### src/rtl/cfgx_pkg.sv
package cfgx_pkg;
  typedef enum logic [1:0] {
    PH_IDLE  = 2'd0,
    PH_ISSUE = 2'd1,
    PH_WAIT  = 2'd2
  } cfgx_phase_e;

  localparam int SIZE_W = 3;
  localparam logic [SIZE_W-1:0] SZ_BYTE = 3'd1;
  localparam logic [SIZE_W-1:0] SZ_HALF = 3'd2;
  localparam logic [SIZE_W-1:0] SZ_WORD = 3'd4;
endpackage

### src/rtl/cfgx_addr_map.sv
module cfgx_addr_map #(
  parameter int ADDR_W   = 32,
  parameter logic [31:0] WIN_BASE = 32'h8080_0000,
  parameter int WIN_LOG2 = 22,
  parameter int SEL_LO   = 11,
  parameter int SEL_N    = 11,
  parameter int DEV_W    = $clog2(SEL_N + 1),
  parameter int CFG_AW   = SEL_LO + DEV_W
) (
  input  logic [ADDR_W-1:0] addr,
  output logic              hit,
  output logic [CFG_AW-1:0] cfg_addr
);
  localparam int TAG_W = ADDR_W - WIN_LOG2;
  localparam logic [TAG_W-1:0] WIN_TAG = WIN_BASE[ADDR_W-1:WIN_LOG2];

  logic [SEL_N-1:0] sel_bits;
  logic [DEV_W-1:0] dev_num;
  logic             dev_found;

  assign sel_bits = addr[SEL_LO +: SEL_N];
  assign hit      = (addr[ADDR_W-1:WIN_LOG2] == WIN_TAG);

  // Lowest set select bit wins; no select bit maps to SEL_N.
  always_comb begin
    dev_num   = DEV_W'(SEL_N);
    dev_found = 1'b0;
    for (int i = 0; i < SEL_N; i++) begin
      if (!dev_found && sel_bits[i]) begin
        dev_num   = DEV_W'(i);
        dev_found = 1'b1;
      end
    end
  end

  assign cfg_addr = {dev_num, addr[SEL_LO-1:0]};
endmodule

### src/rtl/cfgx_lane_swap.sv
module cfgx_lane_swap
  import cfgx_pkg::*;
#(
  parameter int DATA_W = 32
) (
  input  logic [DATA_W-1:0] din,
  input  logic [SIZE_W-1:0] size,
  output logic [DATA_W-1:0] dout
);
  localparam int NB = DATA_W / 8;

  logic [DATA_W-1:0] full_rev;

  genvar g;
  generate
    for (g = 0; g < NB; g++) begin : g_rev
      assign full_rev[8*g +: 8] = din[8*(NB-1-g) +: 8];
    end
  endgenerate

  always_comb begin
    case (size)
      SZ_HALF: dout = {{(DATA_W-16){1'b0}}, din[7:0], din[15:8]};
      SZ_WORD: dout = full_rev;
      default: dout = {{(DATA_W-8){1'b0}}, din[7:0]};
    endcase
  end
endmodule

### src/rtl/cfgx_req_ctrl.sv
module cfgx_req_ctrl
  import cfgx_pkg::*;
#(
  parameter int CFG_AW = 15,
  parameter int DATA_W = 32
) (
  input  logic              clk,
  input  logic              rst_n,
  input  logic              acc_valid,
  input  logic              acc_hit,
  input  logic [CFG_AW-1:0] acc_addr,
  input  logic [SIZE_W-1:0] acc_size,
  input  logic              acc_write,
  input  logic [DATA_W-1:0] acc_wdata,
  output logic              acc_ready,
  output logic              cfg_valid,
  input  logic              cfg_ready,
  output logic [CFG_AW-1:0] cfg_addr,
  output logic [SIZE_W-1:0] cfg_size,
  output logic              cfg_write,
  output logic [DATA_W-1:0] cfg_wdata,
  input  logic              cfg_rvalid,
  output logic              rsp_valid
);
  cfgx_phase_e phase_q, phase_d;
  logic        take;

  assign acc_ready = (phase_q == PH_IDLE);
  assign cfg_valid = (phase_q == PH_ISSUE);
  assign rsp_valid = (phase_q == PH_WAIT) && cfg_rvalid;
  assign take      = acc_valid && acc_ready && acc_hit;

  always_comb begin
    phase_d = phase_q;
    case (phase_q)
      PH_IDLE:  if (take) phase_d = PH_ISSUE;
      PH_ISSUE: if (cfg_ready) phase_d = cfg_write ? PH_IDLE : PH_WAIT;
      PH_WAIT:  if (cfg_rvalid) phase_d = PH_IDLE;
      default:  phase_d = PH_IDLE;
    endcase
  end

  always_ff @(posedge clk) begin
    if (!rst_n) phase_q <= PH_IDLE;
    else        phase_q <= phase_d;
  end

  // Payload registers load only on an in-window acceptance.
  always_ff @(posedge clk) begin
    if (!rst_n) begin
      cfg_addr  <= '0;
      cfg_size  <= SZ_BYTE;
      cfg_write <= 1'b0;
      cfg_wdata <= '0;
    end else if (take) begin
      cfg_addr  <= acc_addr;
      cfg_size  <= acc_size;
      cfg_write <= acc_write;
      cfg_wdata <= acc_wdata;
    end
  end

  assert_hold_R9: assert property (@(posedge clk) disable iff (!rst_n)
    cfg_valid && !cfg_ready |=> cfg_valid && $stable(cfg_addr) && $stable(cfg_size)
      && $stable(cfg_write) && $stable(cfg_wdata));

  assert_single_R9: assert property (@(posedge clk) disable iff (!rst_n)
    cfg_valid |-> !acc_ready);

  assert_rdwait_R9: assert property (@(posedge clk) disable iff (!rst_n)
    cfg_valid && cfg_ready && !cfg_write |=> !acc_ready);

  assert_launch_R11: assert property (@(posedge clk) disable iff (!rst_n)
    acc_valid && acc_ready && acc_hit |=> cfg_valid);

  assert_reset_R10: assert property (@(posedge clk) disable iff (!rst_n)
    !$past(rst_n) |-> acc_ready && !cfg_valid && !rsp_valid);
endmodule

### src/rtl/cfgx_bridge.sv
module cfgx_bridge
  import cfgx_pkg::*;
#(
  parameter int ADDR_W   = 32,
  parameter int DATA_W   = 32,
  parameter logic [31:0] WIN_BASE = 32'h8080_0000,
  parameter int WIN_LOG2 = 22,
  parameter int SEL_LO   = 11,
  parameter int SEL_N    = 11,
  localparam int DEV_W   = $clog2(SEL_N + 1),
  localparam int CFG_AW  = SEL_LO + DEV_W
) (
  input  logic              clk,
  input  logic              rst_n,
  input  logic              cpu_valid,
  output logic              cpu_ready,
  input  logic [ADDR_W-1:0] cpu_addr,
  input  logic [2:0]        cpu_size,
  input  logic              cpu_write,
  input  logic [DATA_W-1:0] cpu_wdata,
  output logic              cpu_rvalid,
  output logic [DATA_W-1:0] cpu_rdata,
  output logic              cfg_valid,
  input  logic              cfg_ready,
  output logic [CFG_AW-1:0] cfg_addr,
  output logic [2:0]        cfg_size,
  output logic              cfg_write,
  output logic [DATA_W-1:0] cfg_wdata,
  input  logic              cfg_rvalid,
  input  logic [DATA_W-1:0] cfg_rdata
);
  logic              win_hit;
  logic [CFG_AW-1:0] map_addr;
  logic [DATA_W-1:0] wdata_le;

  cfgx_addr_map #(
    .ADDR_W(ADDR_W), .WIN_BASE(WIN_BASE), .WIN_LOG2(WIN_LOG2),
    .SEL_LO(SEL_LO), .SEL_N(SEL_N), .DEV_W(DEV_W), .CFG_AW(CFG_AW)
  ) u_map (
    .addr(cpu_addr), .hit(win_hit), .cfg_addr(map_addr)
  );

  cfgx_lane_swap #(.DATA_W(DATA_W)) u_wswap (
    .din(cpu_wdata), .size(cpu_size), .dout(wdata_le)
  );

  cfgx_req_ctrl #(.CFG_AW(CFG_AW), .DATA_W(DATA_W)) u_ctrl (
    .clk(clk), .rst_n(rst_n),
    .acc_valid(cpu_valid), .acc_hit(win_hit), .acc_addr(map_addr),
    .acc_size(cpu_size), .acc_write(cpu_write), .acc_wdata(wdata_le),
    .acc_ready(cpu_ready),
    .cfg_valid(cfg_valid), .cfg_ready(cfg_ready), .cfg_addr(cfg_addr),
    .cfg_size(cfg_size), .cfg_write(cfg_write), .cfg_wdata(cfg_wdata),
    .cfg_rvalid(cfg_rvalid), .rsp_valid(cpu_rvalid)
  );

  // Read data is reordered with the size held for the pending request.
  cfgx_lane_swap #(.DATA_W(DATA_W)) u_rswap (
    .din(cfg_rdata), .size(cfg_size), .dout(cpu_rdata)
  );

  assert_outside_R1: assert property (@(posedge clk) disable iff (!rst_n)
    cpu_valid && cpu_ready && (cpu_addr[ADDR_W-1:WIN_LOG2] != WIN_BASE[ADDR_W-1:WIN_LOG2])
      |=> !cfg_valid && cpu_ready);

  assert_devmax_R4: assert property (@(posedge clk) disable iff (!rst_n)
    cfg_valid |-> cfg_addr[CFG_AW-1:SEL_LO] <= DEV_W'(SEL_N));

  assert_rsp_R11: assert property (@(posedge clk) disable iff (!rst_n)
    cpu_rvalid |-> cfg_rvalid && !cfg_valid && !cpu_ready);

  assert_word_R6: assert property (@(posedge clk) disable iff (!rst_n)
    cpu_rvalid && cfg_size == SZ_WORD |-> cpu_rdata[7:0] == cfg_rdata[DATA_W-1 -: 8]);
endmodule

### config.mk
export PLATFORM = sky130hd
export DESIGN_NAME = cfgx_bridge
export DESIGN_NICKNAME = d
export VERILOG_FILES = /design/src/rtl/cfgx_pkg.sv /design/src/rtl/cfgx_addr_map.sv /design/src/rtl/cfgx_lane_swap.sv /design/src/rtl/cfgx_req_ctrl.sv /design/src/rtl/cfgx_bridge.sv
export SDC_FILE = /design/constraint.sdc
export NUM_CORES = 1
export LEC_CHECK = 0
export BUFFER_PORTS_ARGS = -buffer_cell sky130_fd_sc_hd__buf_2
export CAP_MARGIN = 40
export CORE_UTILIZATION = 25
export DETAILED_ROUTE_END_ITERATION = 16
export HOLD_SLACK_MARGIN = 0.1
export MAX_ROUTING_LAYER = met4
export PLACE_DENSITY = 0.61
export SLEW_MARGIN = 40
export SYNTH_ARGS = -nofsm -noshare
export SYNTH_HDL_FRONTEND = slang
export SYNTH_SLANG_ARGS = --single-unit
### constraint.sdc
create_clock -name clk -period 2.24 [get_ports clk]
set_input_delay 0.672 -clock clk [delete_from_list [all_inputs] [get_ports clk]]
set_output_delay 0.672 -clock clk [all_outputs]
set_load 0.01 [all_outputs]
; Word-level counts from Yosys, hierarchy flattened
; Index checks and enable logic that the tools add are counted.
[classes]
eq_ne = 10
n_mux = 28
n_reduce_logical = 25
[op_table]
columns = operator, count
row1 = $pmux W32 S2, 2
row2 = $mux W4, 11
row3 = $logic_and A1 B1 Y1, 13
row4 = $eq A10 B10 Y1 const B, 1
row5 = $logic_not A1 Y1, 10
row6 = $mux W1, 10
row7 = $mux W2, 4
row8 = $eq A3 B2 Y1 const B, 2
row9 = $eq A3 B3 Y1 const B, 2
row10 = $pmux W2 S3, 1
row11 = $ne A2 B2 Y1 const B, 2
row12 = $reduce_and A3 Y1, 1
row13 = $eq A2 B1 Y1 const B, 1
row14 = $eq A2 B2 Y1 const B, 1
row15 = $logic_not A2 Y1, 1
row16 = $ne A2 B1 Y1 const B, 1
[word_totals]
regBits = 53
input_bits = 105
out_inout_bits = 86

; Depth between registers and ports, before layout
; Gate-level depths: netlist of the first run.
[logic_depth]
ltp_word = 31
mapped_depth = 6

; Modules after synthesis
; A second synthesis of the first run with hierarchy kept.
[unflattened]
hier_cells = 456
area_unflattened_um2 = 3657.3
[modules_own_cells]
columns = mod, n_inst, cells_each, area_each_um2
row1 = cfgx_req_ctrl, 1, 233, 2147.1
row2 = cfgx_lane_swap, 2, 97, 653.1
row3 = cfgx_addr_map, 1, 29, 203.9

; Worst setup path after synthesis of the first run
; Ideal clock, no wire load.
[synth_timing]
kind = register to output
startpoint = reg u_ctrl.cfg_size[2]
endpoint = out cpu_rdata[0]
arrival_ns = 1.333
path_slack_ns = 0.235
path_stages_with_launch = 5
n_path_buf = 1
cell_sequence = dfxtp_1 > nor3b_1 > clkbuf_1 > a22oi_1 > nand2_1
[synth_via]
elab_chain_len = 2
elab_cells_between_ends = 3
[synth_rtl]
columns = item, line_no
row1 = "start, declared", cfgx_req_ctrl.sv:19  ; output logic [SIZE_W-1:0] cfg_size,
row2 = "start signal, assigned", cfgx_req_ctrl.sv:57  ; cfg_size <= acc_size;
row3 = $eq A3 B3 Y1 / $eq A3 B2 Y1 (equally long branches), cfgx_lane_swap.sv:22  ; case (size)
row4 = $pmux W32 S2 (*), cfgx_lane_swap.sv:22
row5 = "end, declared", cfgx_bridge.sv:22  ; output logic [DATA_W-1:0] cpu_rdata,
; Every way passes the cells marked *; elsewhere a longest branch is shown, timed or not.

; Worst setup path after layout of the first run
[layout_timing]
startpoint = reg u_ctrl.cfg_size[2]
endpoint = out cpu_rdata[9]
; Same word-level chain as after synthesis.

==> results of run 1 <==
-- worst min-delay path, cell delays in order (launching register included) --
cell,delay (ps)
sky130_fd_sc_hd__dfxtp_1,320
sky130_fd_sc_hd__nand2_1,50
sky130_fd_sc_hd__a21boi_1,40
-- logic make-up after synthesis --
family                 Yosys count
AND/OR/NAND/NOR                152
AO/OA/AOI/OAI                   89
flip-flops                      53
buffers and inverters           28
-- synth_stat cells, drive strengths merged (2+ instances only) --
library cell	instances
nor4	3
inv	3
nor3b	13
nand3	19
a21boi	33
nand3b	2
and2	16
a221oi	16
nand2	73
o21ai	11
clkbuf	13
a22oi	8
nand4	3
dfxtp	53
a22o	8
nor2b	5
a21oi	9
buf	12
nor2	15
-- cell usage in the layout (no fill, tap or decap) --
cell	synthesis	final
sky130_fd_sc_hd__buf_2	6	190
sky130_fd_sc_hd__nand2_1	73	73
sky130_fd_sc_hd__dfxtp_1	53	51
sky130_fd_sc_hd__a21boi_1	26	26
sky130_fd_sc_hd__nand3_1	19	19
sky130_fd_sc_hd__and2_1	16	16
sky130_fd_sc_hd__nor2_1	15	15
sky130_fd_sc_hd__a221oi_2	15	15
sky130_fd_sc_hd__o21ai_0	11	11
sky130_fd_sc_hd__nor3b_2	10	9
sky130_fd_sc_hd__a21oi_1	9	9
sky130_fd_sc_hd__a22o_1	8	8
sky130_fd_sc_hd__a22oi_1	8	8
sky130_fd_sc_hd__buf_4	6	8
sky130_fd_sc_hd__a21boi_0	7	7
sky130_fd_sc_hd__nor2b_1	5	5
sky130_fd_sc_hd__clkbuf_8	0	5
sky130_fd_sc_hd__buf_12	0	4
sky130_fd_sc_hd__nor3b_4	1	3
sky130_fd_sc_hd__nand4_1	3	3
sky130_fd_sc_hd__inv_1	3	3
sky130_fd_sc_hd__nor4_1	2	2
sky130_fd_sc_hd__nand3b_1	2	2
sky130_fd_sc_hd__inv_6	0	2
sky130_fd_sc_hd__dfxtp_2	0	2
sky130_fd_sc_hd__diode_2	0	1
sky130_fd_sc_hd__and3b_1	1	1
sky130_fd_sc_hd__nor4_2	1	1
sky130_fd_sc_hd__nor4b_1	1	1
sky130_fd_sc_hd__nor3b_1	2	1
sky130_fd_sc_hd__and4_2	0	1
sky130_fd_sc_hd__a221oi_1	1	1
sky130_fd_sc_hd__o2111ai_1	1	1
sky130_fd_sc_hd__o31ai_1	1	1
sky130_fd_sc_hd__o21a_1	1	1
sky130_fd_sc_hd__a32oi_1	1	1
sky130_fd_sc_hd__bufinv_16	0	1
sky130_fd_sc_hd__buf_6	0	1
-- path summary, 6_finish.rpt --
check	end	slack, ps	cells after the start
worst max-delay path	cpu_rdata[9]	110	4
worst max register to register	u_ctrl.cfg_wdata[8]$_SDFFE_PN0P_	640	5
worst min register to register	u_ctrl.cfg_wdata[16]$_SDFFE_PN0P_	450	2
worst min-delay path	u_ctrl.cfg_wdata[16]$_SDFFE_PN0P_	450	2
-- sequential cells by signal, indices dropped and copies added (netlist names) --
name / flops
u_ctrl.cfg_wdata: 32
u_ctrl.phase_q: 2
u_ctrl.cfg_addr: 15
u_ctrl.cfg_size: 3
u_ctrl.cfg_write: 1
-- power by group through the flow --
stage	Combinational [mW]	Clock, mW	Sequential (mW)
3_3_place_gp	0.208	0	0.964
2_1_floorplan	0.0644	0	0.964
5_1_grt	0.229	0.755	0.943
4_1_cts	0.211	0.714	0.942
3_5_place_dp	0.210	0	0.964
6_report	0.211	0.683	0.942
-- area by class of cell --
cell class / instances / area [sq um]
diodes: 1 / 2.502
inverters: 3 / 11.26
flip-flops and latches: 53 / 1064
repair buffers: 203 / 1102
clock buffers: 5 / 68.82
clock inverters: 3 / 47.55
multi-input cells: 241 / 1564
fillers: 1088 / 6432
well taps: 136 / 170.2
-- what timing repair did --
item,CTS,global route
pin swaps,0,1
gates resized for setup,2,4
buffers inserted,0,0
endpoints found under the setup margin,12,5
gates cloned,0,1
-- routing by layer --
| metal | GRT usage | vias to the layer above |
|---|---|---|
| met2 | 0.2816 | 150 |
| li1 | - | 1514 |
| met1 | 0.1736 | 1445 |
| met5 | - | - |
| met3 | 0.04742 | 10 |
| met4 | 0.03718 | 0 |
==> metrics.log, run 1 <==
INFO  metric floorplan.initialDensity = 0.2620
INFO  metric finalNonFillerCells = 645
INFO  metric timing.critical_path.fanout_max = 16
INFO  metric grt.total_usage = 0.1586
INFO  metric final_cell_area = 4030 sq um
INFO  metric num-nets-final = 612
INFO  metric top_signal_layer_used = met4
INFO  metric postCtsHoldBufs = 0
INFO  metric yosys_register_bits = 53
INFO  metric fp.dieW = 106.7 um
INFO  metric power.internal = 1.387 mW
INFO  metric part_of_the_power_in_combinational_logic = 0.115
INFO  metric gp_routability_congestion = 0.8137
INFO  metric placement.io_buffers = 190
INFO  metric fin_crit = 2130 ps
INFO  metric clk_transition_reported_paths = 100 ps
INFO  metric worstPathRequired = 1570 ps
INFO  metric cts_tree = yes
INFO  metric numCtsBuffers = 5
INFO  metric syn_area_per_cell = 8.514 sq um
INFO  metric row_count = 37
INFO  metric met2_length = 4.623 mm
INFO  metric finClkSkew = 9.939 ps
INFO  metric power_switching_share = 0.2444
INFO  metric grt_first_pass_wirelength = 14.07 mm
INFO  metric critical_path.endpoint_type = output port
INFO  metric hold_slack = 452.6 ps
INFO  metric slew_viol_final = 0
INFO  metric finalHoldViolCount = 0
INFO  metric worst_setup_path_startpoint = u_ctrl.cfg_size[2]$_SDFFE_PN0P_
INFO  metric cts-htree-levels = 2
INFO  metric final-setup-viol-count = 0
INFO  metric grt_setup_unrepaired = false
INFO  metric antenna_found_initial = 0
INFO  metric fin_crit_sh = 0.9509
INFO  metric first_global_vias = 2,901
INFO  metric post_synth_instance_area = 2741 sq um
INFO  metric synth_flop_cell = sky130_fd_sc_hd__dfxtp_1
INFO  metric worstSetupStartpointType = register
INFO  metric synth_sequential_area_ratio = 0.3870
INFO  metric yosys.area.top_type_share = 0.3870
INFO  metric power.share.clock = 0.372
INFO  metric critical-path-max-stage-delay = 380 ps
INFO  metric max_slew_margin = 0.5389
INFO  metric status = finished, final reports clean
INFO  metric vias = 3,119
INFO  metric cap_viol_max_count = 0
INFO  metric yosysWarnings = 0
INFO  metric synth.distinct_cells = 32
INFO  metric number_of_nets_produced_by_synthesis = 427
INFO  metric core_region_area = 10,460 sq um
INFO  metric route.detailed.vias_per_inst = 4.836
INFO  metric hold_path.startpoint = u_ctrl.cfg_wdata[16]$_SDFFE_PN0P_
INFO  metric place_ws = 148.9 ps
INFO  metric netlist_top_cells_area = sky130_fd_sc_hd__dfxtp_1 39%, sky130_fd_sc_hd__nand2_1 10%, sky130_fd_sc_hd__a221oi_2 8.2%
INFO  metric final.setup.worst_slack = 110.1 ps
INFO  metric worst_r2r_startpoint = u_ctrl.phase_q[1]$_SDFFE_PN0P_
INFO  metric powerDensity = 455.5 nW/um^2
INFO  metric power.static_leakage = 1.944 nW
INFO  metric syn_to_final_growth = 47.01%
INFO  metric postRouteWirelength = 9.341 mm
INFO  metric fmax = 469.5 MHz
INFO  metric yosys.area.top_type = sky130_fd_sc_hd__dfxtp_1
INFO  metric finalSetupTns = 0 ps
INFO  metric place_hpwl = 7.043 mm
INFO  metric route.met3.wl = 898 um
INFO  metric layout-drive-gt1-share = 0.4764
INFO  metric layout.core_utilization = 0.3852
INFO  metric worstHoldPathType = register to register
INFO  metric yosys.area_share.adder = 0
INFO  metric count_of_buffer_and_inverter_cells_on_the_critical_path = 2
INFO  metric synth-compound-area-share = 0.2716
INFO  metric worst_ir_drop_vdd = 0.0004097 V
INFO  metric sequentialPowerShare = 0.513
INFO  metric cts.sinks = 53
INFO  metric global_route_total_overflow = 0
INFO  metric total_power = 1.836 mW
INFO  metric ctsRootBufferMaster = sky130_fd_sc_hd__clkbuf_8
INFO  metric ant_nets = 0
INFO  metric die_area = 11,390 sq um
INFO  metric worstPathArrival = 1460 ps
INFO  metric critical-path-top-delay-family = flip-flops
INFO  metric drt_drc_violations_left = 0
INFO  metric chipHeight = 106.7 um
INFO  metric pin_count_of_the_biggest_net_entering_global_routing = 52
INFO  metric timing.setup.critical_path_class = register to output port
INFO  metric dominant_combinational_cell_family_by_area_after_synthesis = simple AND/OR/NAND/NOR gates
INFO  metric ctsLongestPathBuffers = 2
INFO  metric drt_first_iter_violations = 170
INFO  metric io-pin-count = 191
INFO  metric synth_edf_count = 0
INFO  metric netSwitchingPower = 0.4487 mW
INFO  metric slowest_stage = sky130_fd_sc_hd__dfxtp_2
INFO  metric clock_latency = 310 ps
INFO  metric dpl-instance-area = 3891 sq um
INFO  metric drt-wirelength-per-cell = 14.48 um
INFO  metric number_of_placed_instances_with_taps_included = 635
INFO  metric drt_pre_antenna_iters = 4
INFO  metric wirelength_met1 = 3.711 mm
INFO  metric cp_cell_sequence = nor3b_4 > buf_6 > a22o_1 > buf_2
INFO  metric async_set_or_reset_flop_fraction_in_the_synthesized_netlist = 0
INFO  metric synth.mux.area_fraction = 0
INFO  metric synth_xor_area_frac = 0
INFO  metric netlist_instances = 322
INFO  metric timing_worst_slew_pin_value = 689.0 ps
INFO  metric synth-simple-area-share = 0.2921
(Power assumes the default switching activity.)
==> inputs of run 2 (changes only) <==
--- a/config.mk
+++ b/config.mk
@@ -7,6 +7,7 @@
 export LEC_CHECK = 0
 export BUFFER_PORTS_ARGS = -buffer_cell sky130_fd_sc_hd__buf_2
 export CAP_MARGIN = 40
+export CORE_MARGIN = 10
 export CORE_UTILIZATION = 25
 export DETAILED_ROUTE_END_ITERATION = 16
 export HOLD_SLACK_MARGIN = 0.1
==> run 2 against run 1 <==
Net effect: fmax is 0.11% lower; sequential cell count stayed put; global-route usage fell by 2.9 points; count of clock-buffer cells in the layout did not move; clock skew grew 2.4 ps; register-to-register slack about the same; wire length up 12%; combinational power about the same; critical path depth grew 2; critical endpoint is now cpu_rdata[6]; largest cell class unchanged; largest power group unchanged.
==> metrics.log, run 2 (synthesis results as in run 1) <==
INFO  metric status = finished, final reports clean
INFO  metric critical-path-top-delay-family = simple AND/OR/NAND/NOR gates
INFO  metric numCtsBuffers = 5 (unchanged)
INFO  metric final-setup-viol-count = 0 (unchanged)
INFO  metric row_count = 38 (+2.7%)
INFO  metric dpl-instance-area = 3889 sq um (about the same)
INFO  metric placement.io_buffers = 190 (unchanged)
INFO  metric global_route.peak_usage_layer = met2
INFO  metric syn_to_final_growth = 47.24%
INFO  metric cp_cell_sequence = nor3b_4 > buf_4 > nor2_4 > nand2_1 > nand2_1 > buf_2
INFO  metric drt-wirelength-per-cell = 16.18 um (+12%)
INFO  metric powerDensity = 431.9 nW/um^2 (-5.2%)
INFO  metric grt.total_usage = 0.1292 (-0.02939)
INFO  metric finalSetupTns = 0 ps (unchanged)
INFO  metric finClkSkew = 12.38 ps (+2.440 ps)
INFO  metric slowest_stage = sky130_fd_sc_hd__dfxtp_2
INFO  metric ant_nets = 0 (unchanged)
INFO  metric power.static_leakage = 1.937 nW (-0.36%)
INFO  metric count_of_buffer_and_inverter_cells_on_the_critical_path = 2 (unchanged)
INFO  metric final_cell_area = 4036 sq um (+0.16%)
INFO  metric chipHeight = 124.7 um (+17%)
INFO  metric rrSetupSlack = 650 ps (about the same)
INFO  metric fin_crit = 2132 ps (+2.337 ps)
INFO  metric route.detailed.vias_per_inst = 4.755 (-1.7%)
INFO  metric fp.dieW = 124.7 um (+17%)
INFO  metric grt_first_pass_wirelength = 16.49 mm (+17%)
INFO  metric global_route_total_overflow = 0 (unchanged)
INFO  metric pin_count_of_the_biggest_net_entering_global_routing = 55 (+5.8%)
INFO  metric postRouteWirelength = 10.49 mm (+12%)
INFO  metric drt_pre_antenna_iters = 4 (unchanged)
INFO  metric fin_crit_sh = 0.9519 (+0.001043)
INFO  metric place_hpwl = 8.162 mm (+16%)
INFO  metric critPathMostFrequentCell = sky130_fd_sc_hd__nand2_1
INFO  metric drt_first_iter_violations = 96 (-44%)
INFO  metric fmax = 469.0 MHz (-0.11%)
INFO  metric hold_slack = 453.3 ps (+0.7110 ps)
INFO  metric layout-drive-gt1-share = 0.4813 (+0.004884)
INFO  metric clock_latency = 320 ps (about the same)
INFO  metric worstPathRequired = 1570 ps (about the same)
INFO  metric worstPathArrival = 1460 ps (about the same)
INFO  metric first_global_vias = 3,154 (+8.7%)
INFO  metric most_frequent_standard_cell_in_the_layout_excluding_fill_and_tap_cells = sky130_fd_sc_hd__buf_2
INFO  metric worstHoldPathType = register to register
INFO  metric critical-path-max-stage-delay = 360 ps (-20 ps)
INFO  metric finalHoldViolCount = 0 (unchanged)
INFO  metric core_region_area = 10,790 sq um (+3.2%)
INFO  metric place_ws = 139.4 ps (-9.476 ps)
INFO  metric ctsRootBufferMaster = sky130_fd_sc_hd__clkbuf_8
INFO  metric ctsLongestPathBuffers = 2 (unchanged)
INFO  metric cts-htree-levels = 2 (unchanged)
INFO  metric clk_transition_reported_paths = 120 ps (+20 ps)
INFO  metric io-pin-count = 191 (unchanged)
INFO  metric cts_tree = yes
INFO  metric worst_ir_drop_vdd = 0.0002948 V (-28%)
INFO  metric grt_setup_unrepaired = false
INFO  metric gr-usage-met3 = 0.03830 (-0.009119)
INFO  metric max_flop_register = u_ctrl.cfg_wdata
INFO  metric worstSetupStartpointType = register
INFO  metric max_slew_margin = 0.5650 (+0.02601)
INFO  metric timing_worst_slew_pin_value = 650.2 ps (-38.87 ps)
INFO  metric finalNonFillerCells = 648 (+0.47%)
INFO  metric number_of_placed_instances_with_taps_included = 638 (+0.47%)
INFO  metric cap_viol_max_count = 0 (unchanged)
INFO  metric die_area = 15,550 sq um (+37%)
INFO  metric global_route.usage.met2 = 0.2103 (-0.07127)
INFO  metric timing.critical_path.fanout_max = 8 (-8)
INFO  metric antenna_found_initial = 1 (+1)
INFO  metric critical_path.endpoint_type = output port
INFO  metric globalRouteMet1Util = 0.1547 (-0.01886)
INFO  metric largest_reg_flops = 32 (unchanged)
INFO  metric floorplan.initialDensity = 0.2540 (-0.008019)
INFO  metric slew_viol_final = 0 (unchanged)
INFO  metric cts.sinks = 53 (unchanged)
INFO  metric vias = 3,081 (-1.2%)
INFO  metric drt_drc_violations_left = 0 (unchanged)
INFO  metric final.setup.worst_slack = 107.8 ps (-2.337 ps)
INFO  metric num-nets-final = 611 (-0.16%)
INFO  metric largest_registers = u_ctrl.cfg_wdata: 32 flops, u_ctrl.cfg_addr: 15 flops, u_ctrl.cfg_size: 3 flops
INFO  metric gp_routability_congestion = 0.9775 (+20%)
INFO  metric mostFrequentLayoutCells = 190 x sky130_fd_sc_hd__buf_2, 73 x sky130_fd_sc_hd__nand2_1, 50 x sky130_fd_sc_hd__dfxtp_1, 26 x sky130_fd_sc_hd__a21boi_1, 19 x sky130_fd_sc_hd__nand3_1
INFO  metric timing.setup.critical_path_class = register to output port
## run 2: cell count changes in the layout (fill, tap and decap cells not counted), sizes merged
cell,before,now
clkinv,0,2
buf,203,202
bufinv,1,0
inv,5,4
## run 2: power by group
group | internal [mW] | switching [mW] | leakage [nW] | total, mW
Sequential | 0.941 | 0.000202 | 0.427 | 0.941
Clock | 0.229 | 0.361 | 0.0487 | 0.590
Combinational | 0.106 | 0.107 | 1.46 | 0.212
Total | 1.28 | 0.467 | 1.94 | 1.74
## run 2: worst paths after layout
| path | depth (start not counted) | to | from |
|---|---|---|---|
| min | 2 | u_ctrl.cfg_wdata[19]$_SDFFE_PN0P_ | u_ctrl.cfg_wdata[19]$_SDFFE_PN0P_ |
| max | 6 | cpu_rdata[6] | u_ctrl.cfg_size[2]$_SDFFE_PN0P_ |
| min reg2reg | 2 | u_ctrl.cfg_wdata[19]$_SDFFE_PN0P_ | u_ctrl.cfg_wdata[19]$_SDFFE_PN0P_ |
| max reg2reg | 5 | u_ctrl.cfg_wdata[8]$_SDFFE_PN0P_ | u_ctrl.phase_q[1]$_SDFFE_PN0P_ |
## run 2: worst reg2reg max path: stages (launching register included)
cell	delay [ps]
sky130_fd_sc_hd__dfxtp_1	370
sky130_fd_sc_hd__nor4_2	300
sky130_fd_sc_hd__nand4_1	190
sky130_fd_sc_hd__buf_12	250
sky130_fd_sc_hd__a221oi_1	290
sky130_fd_sc_hd__nor3b_2	70
## run 2: stage by stage
stage | util | total power [mW]
after CTS | 0.3703 | 1.767
final | 0.3740 | 1.743
after global routing | 0.3740 | 1.826
after global placement | 0.3603 | 1.173
after detailed placement | 0.3603 | 1.175
after floorplan | - | 1.028
## run 2: final cells by class
type | count | area, sq um
antenna | 1 | 2.502
clock buffer | 5 | 68.82
clock inverter | 3 | 26.28
fill | 1104 | 6756
inverter | 3 | 11.26
multi-input combinational | 241 | 1583
sequential | 53 | 1067
tap | 140 | 175.2
timing repair buffer | 202 | 1102
## run 2: timing repair
item,CTS,global route
hold endpoints to repair,0,0
gates resized for setup,3,9
endpoints found under the setup margin,8,29
pin swaps,0,2
hold buffers,0,0
setup buffers,0,1
## run 2: metal layers
| layer | vias to the layer above | wire, um |
|---|---|---|
| li1 | 1516 | - |
| met1 | 1404 | 4555 |
| met2 | 149 | 4798 |
| met3 | 12 | 1003 |
| met4 | 0 | 130 |
| met5 | - | 0 |
==> inputs of run 3 (changes only) <==
--- a/config.mk
+++ b/config.mk
@@ -5,6 +5,7 @@
 export SDC_FILE = /design/constraint.sdc
 export NUM_CORES = 1
 export LEC_CHECK = 0
+export ABC_AREA = 1
 export BUFFER_PORTS_ARGS = -buffer_cell sky130_fd_sc_hd__buf_2
 export CAP_MARGIN = 40
 export CORE_MARGIN = 10
@@ -12,7 +13,7 @@
 export DETAILED_ROUTE_END_ITERATION = 16
 export HOLD_SLACK_MARGIN = 0.1
 export MAX_ROUTING_LAYER = met4
-export PLACE_DENSITY = 0.61
+export PLACE_DENSITY = 0.62
 export SLEW_MARGIN = 40
 export SYNTH_ARGS = -nofsm -noshare
 export SYNTH_HDL_FRONTEND = slang
==> run 3 against run 2 <==
Net effect: fmax is 4.2% lower; worst setup slack worse by 93 ps; critical endpoint is now cpu_rdata[1]; largest power group unchanged; design area is 2.5% lower; sequential share of layout area is 0.68 points higher; via count is 8.7% higher; final cell count is 11% higher; register-to-register slack better by 100 ps; synthesized cell count is 23% higher; clock power is 12% higher; combinational power is 3% higher.
==> metrics.log, run 3 <==
INFO  metric worst_ir_drop_vdd = 0.0002863 V (-2.9%)
INFO  metric drt_pre_antenna_iters = 5 (+1)
INFO  metric postCtsHoldBufs = 0 (unchanged)
INFO  metric crit_path_end = cpu_rdata[1]
INFO  metric netlist_instances = 395 (+23%)
INFO  metric numCtsBuffers = 5 (unchanged)
INFO  metric post_synth_instance_area = 2656 sq um (-3.1%)
INFO  metric cts.sinks = 53 (unchanged)
INFO  metric antenna_found_initial = 1 (unchanged)
INFO  metric grt.total_usage = 0.1423 (+0.01313)
INFO  metric ctsLongestPathBuffers = 2 (unchanged)
INFO  metric final_cell_area = 3935 sq um (-2.5%)
INFO  metric drt_first_iter_violations = 161 (+68%)
INFO  metric finClkSkew = 7.010 ps (-5.369 ps)
INFO  metric syn_to_final_growth = 48.14%
INFO  metric r2r_cells = 7 (+2)
INFO  metric mostFrequentLayoutCells = 190 x sky130_fd_sc_hd__buf_2, 89 x sky130_fd_sc_hd__nor2_1, 50 x sky130_fd_sc_hd__dfxtp_1, 43 x sky130_fd_sc_hd__inv_1, 40 x sky130_fd_sc_hd__nand2_1
INFO  metric critical_path.endpoint_type = output port
INFO  metric yosysMostFrequentCell = sky130_fd_sc_hd__nor2_1
INFO  metric timing.setup.critical_path_class = register to output port
INFO  metric placement.io_buffers = 190 (unchanged)
INFO  metric fin_crit = 2226 ps (+93.36 ps)
INFO  metric place_ws = 244.3 ps (+104.9 ps)
INFO  metric clk_transition_reported_paths = 90 ps (-30 ps)
INFO  metric worstPathArrival = 1550 ps (+90 ps)
INFO  metric row_count = 37 (-2.6%)
INFO  metric route.detailed.vias_per_inst = 4.646 (-2.3%)
INFO  metric cap_viol_max_count = 0 (unchanged)
INFO  metric postRouteWirelength = 11.52 mm (+9.9%)
INFO  metric status = finished, final reports clean
INFO  metric core_region_area = 10,320 sq um (-4.3%)
INFO  metric synth_flop_cell = sky130_fd_sc_hd__dfxtp_1
INFO  metric final-setup-viol-count = 0 (unchanged)
INFO  metric power.static_leakage = 2.096 nW (+8.2%)
INFO  metric clock_latency = 300 ps (-20 ps)
INFO  metric fin_crit_sh = 0.9936 (+0.04168)
INFO  metric netlist_top_cells_area = sky130_fd_sc_hd__dfxtp_1 40%, sky130_fd_sc_hd__nor2_1 13%, sky130_fd_sc_hd__o21ai_0 8.1%
INFO  metric first_global_vias = 3,382 (+7.2%)
INFO  metric max_slew_margin = 0.6796 (+0.1146)
INFO  metric final.setup.worst_slack = 14.39 ps (-93.36 ps)
INFO  metric finalHoldViolCount = 0 (unchanged)
INFO  metric pin_count_of_the_biggest_net_entering_global_routing = 48 (-13%)
INFO  metric yosysWarnings = 0 (unchanged)
INFO  metric most_frequent_standard_cell_in_the_layout_excluding_fill_and_tap_cells = sky130_fd_sc_hd__buf_2
INFO  metric hold_slack = 472.8 ps (+19.56 ps)
INFO  metric grt_setup_unrepaired = true
INFO  metric hold_path_depth = 2 (unchanged)
INFO  metric worstPathRequired = 1570 ps (about the same)
INFO  metric place_hpwl = 9.195 mm (+13%)
INFO  metric layout.core_utilization = 0.3812 (+0.007180)
INFO  metric yosys.area.top_type = sky130_fd_sc_hd__dfxtp_1
INFO  metric die_area = 15,150 sq um (-2.6%)
INFO  metric grt_first_pass_wirelength = 16.97 mm (+2.9%)
INFO  metric gp_routability_congestion = 1.114 (+14%)
INFO  metric synth_edf_count = 0 (unchanged)
INFO  metric yosys.area.top_type_share = 0.3994 (+0.01240)
INFO  metric cts-htree-levels = 2 (unchanged)
INFO  metric layout-drive-gt1-share = 0.3938 (-0.08743)
INFO  metric slew_viol_final = 0 (unchanged)
INFO  metric ant_nets = 0 (unchanged)
INFO  metric total_power = 1.823 mW (+4.6%)
INFO  metric synth_sequential_area_ratio = 0.3994 (+0.01240)
INFO  metric num-nets-final = 688 (+13%)
INFO  metric async_set_or_reset_flop_fraction_in_the_synthesized_netlist = 0 (unchanged)
INFO  metric powerDensity = 463.2 nW/um^2 (+7.3%)
INFO  metric worstHoldPathType = register to register
INFO  metric yosys_register_bits = 53 (unchanged)
INFO  metric fmax = 449.3 MHz (-4.2%)
INFO  metric timing_worst_slew_pin_value = 480.7 ps (-169.5 ps)
INFO  metric worst_setup_path_startpoint = u_ctrl.cfg_size[2]$_SDFFE_PN0P_
INFO  metric drt-wirelength-per-cell = 15.98 um (-1.2%)
INFO  metric dpl-instance-area = 3741 sq um (-3.8%)
INFO  metric max_flop_register = u_ctrl.cfg_wdata
INFO  metric ctsRootBufferMaster = sky130_fd_sc_hd__clkbuf_8
INFO  metric chipHeight = 123.1 um (-1.3%)
INFO  metric worst_r2r_startpoint = u_ctrl.phase_q[1]$_SDFFE_PN0P_
INFO  metric synth.distinct_cells = 21 (-34%)
INFO  metric rrSetupSlack = 750 ps (+100 ps)
INFO  metric timing.critical_path.fanout_max = 9 (+1)
INFO  metric synth_common_cells = 90 x sky130_fd_sc_hd__nor2_1, 53 x sky130_fd_sc_hd__dfxtp_1, 47 x sky130_fd_sc_hd__inv_1, 43 x sky130_fd_sc_hd__nand2_1, 43 x sky130_fd_sc_hd__o21ai_0
INFO  metric rr_endpoint = u_ctrl.cfg_wdata[12]$_SDFFE_PN0P_
INFO  metric cts_tree = yes
INFO  metric worstSetupStartpointType = register
INFO  metric fp.dieW = 123.1 um (-1.3%)
INFO  metric number_of_nets_produced_by_synthesis = 500 (+17%)
INFO  metric drt_drc_violations_left = 0 (unchanged)
INFO  metric floorplan.initialDensity = 0.2573 (+0.003303)
INFO  metric syn_area_per_cell = 6.725 sq um (-21%)
INFO  metric largest_registers = u_ctrl.cfg_wdata: 32 flops, u_ctrl.cfg_addr: 15 flops, u_ctrl.cfg_size: 3 flops
INFO  metric global_route_total_overflow = 0 (unchanged)
INFO  metric io-pin-count = 191 (unchanged)
INFO  metric vias = 3,350 (+8.7%)
INFO  metric largest_reg_flops = 32 (unchanged)
[run 3: cell type report]
type / count / area (sq um)
inverters: 49 / 191.4
flip-flops and latches: 53 / 1067
clock inverters: 2 / 38.79
diodes: 1 / 2.502
clock buffers: 6 / 72.57
repair inverters: 1 / 6.256
multi-input cells: 271 / 1321
fillers: 1105 / 6389
well taps: 136 / 170.2
repair buffers: 202 / 1065
[run 3: worst max-delay path, cell delays in order, from the launching register on]
cell and delay (ps):
sky130_fd_sc_hd__dfxtp_4 390, sky130_fd_sc_hd__inv_4 50, sky130_fd_sc_hd__nor3_4 300, sky130_fd_sc_hd__buf_6 190, sky130_fd_sc_hd__nand2_1 70, sky130_fd_sc_hd__o211ai_1 100, sky130_fd_sc_hd__buf_2 160
[run 3: worst min path at each step]
stage / startpoint / slack (ps) / endpoint
global placement: u_ctrl.cfg_addr[11]$_SDFFE_PN0P_ / 450 / u_ctrl.cfg_addr[11]$_SDFFE_PN0P_
detailed placement: u_ctrl.cfg_addr[11]$_SDFFE_PN0P_ / 460 / u_ctrl.cfg_addr[11]$_SDFFE_PN0P_
floorplan: u_ctrl.cfg_addr[11]$_SDFFE_PN0P_ / 490 / u_ctrl.cfg_addr[11]$_SDFFE_PN0P_
finish: u_ctrl.cfg_addr[11]$_SDFFE_PN0P_ / 470 / u_ctrl.cfg_addr[11]$_SDFFE_PN0P_
CTS: u_ctrl.cfg_addr[11]$_SDFFE_PN0P_ / 470 / u_ctrl.cfg_addr[11]$_SDFFE_PN0P_
global route: u_ctrl.cfg_addr[11]$_SDFFE_PN0P_ / 510 / u_ctrl.cfg_addr[11]$_SDFFE_PN0P_
[run 3: kinds of logic (layout without fill, tap and decap cells)]
| family | after synthesis | count (layout) | share of synthesized area |
|---|---|---|---|
| and+or+nand+nor | 171 | 171 | 0.2704 |
| AOI/OAI and AO/OA | 100 | 100 | 0.2134 |
| DFF | 53 | 53 | 0.3994 |
| other | 0 | 1 | 0 |
| buffers and inverters | 71 | 260 | 0.1168 |
[run 3: metal layers]
| layer | track usage | routed length [um] |
|---|---|---|
| met1 | 0.1566 | 4568 |
| met4 | 0.03712 | 193 |
| met2 | 0.2426 | 5449 |
| met5 | - | 0 |
| met3 | 0.04740 | 1312 |
[run 3: where the power goes]
group | switching, mW | leakage (nW) | internal (mW)
clock network | 0.327 | 0.0554 | 0.336
registers | 0.000337 | 0.428 | 0.941
logic | 0.120 | 1.61 | 0.0991
total | 0.447 | 2.10 | 1.38
[run 3: repair_timing]
action | CTS | global route
setup endpoints to repair | 9 | 28
cloned | 0 | 1
buffers inserted | 0 | 2
gates resized for setup | 4 | 24
pin swaps | 0 | 3
[run 3: through the flow]
stage	std cells	TNS [ps]
floorplan	395	0
global placement	709	0
detailed placement	709	0
CTS	717	-12.34
global route	721	-1074
finish	721	0
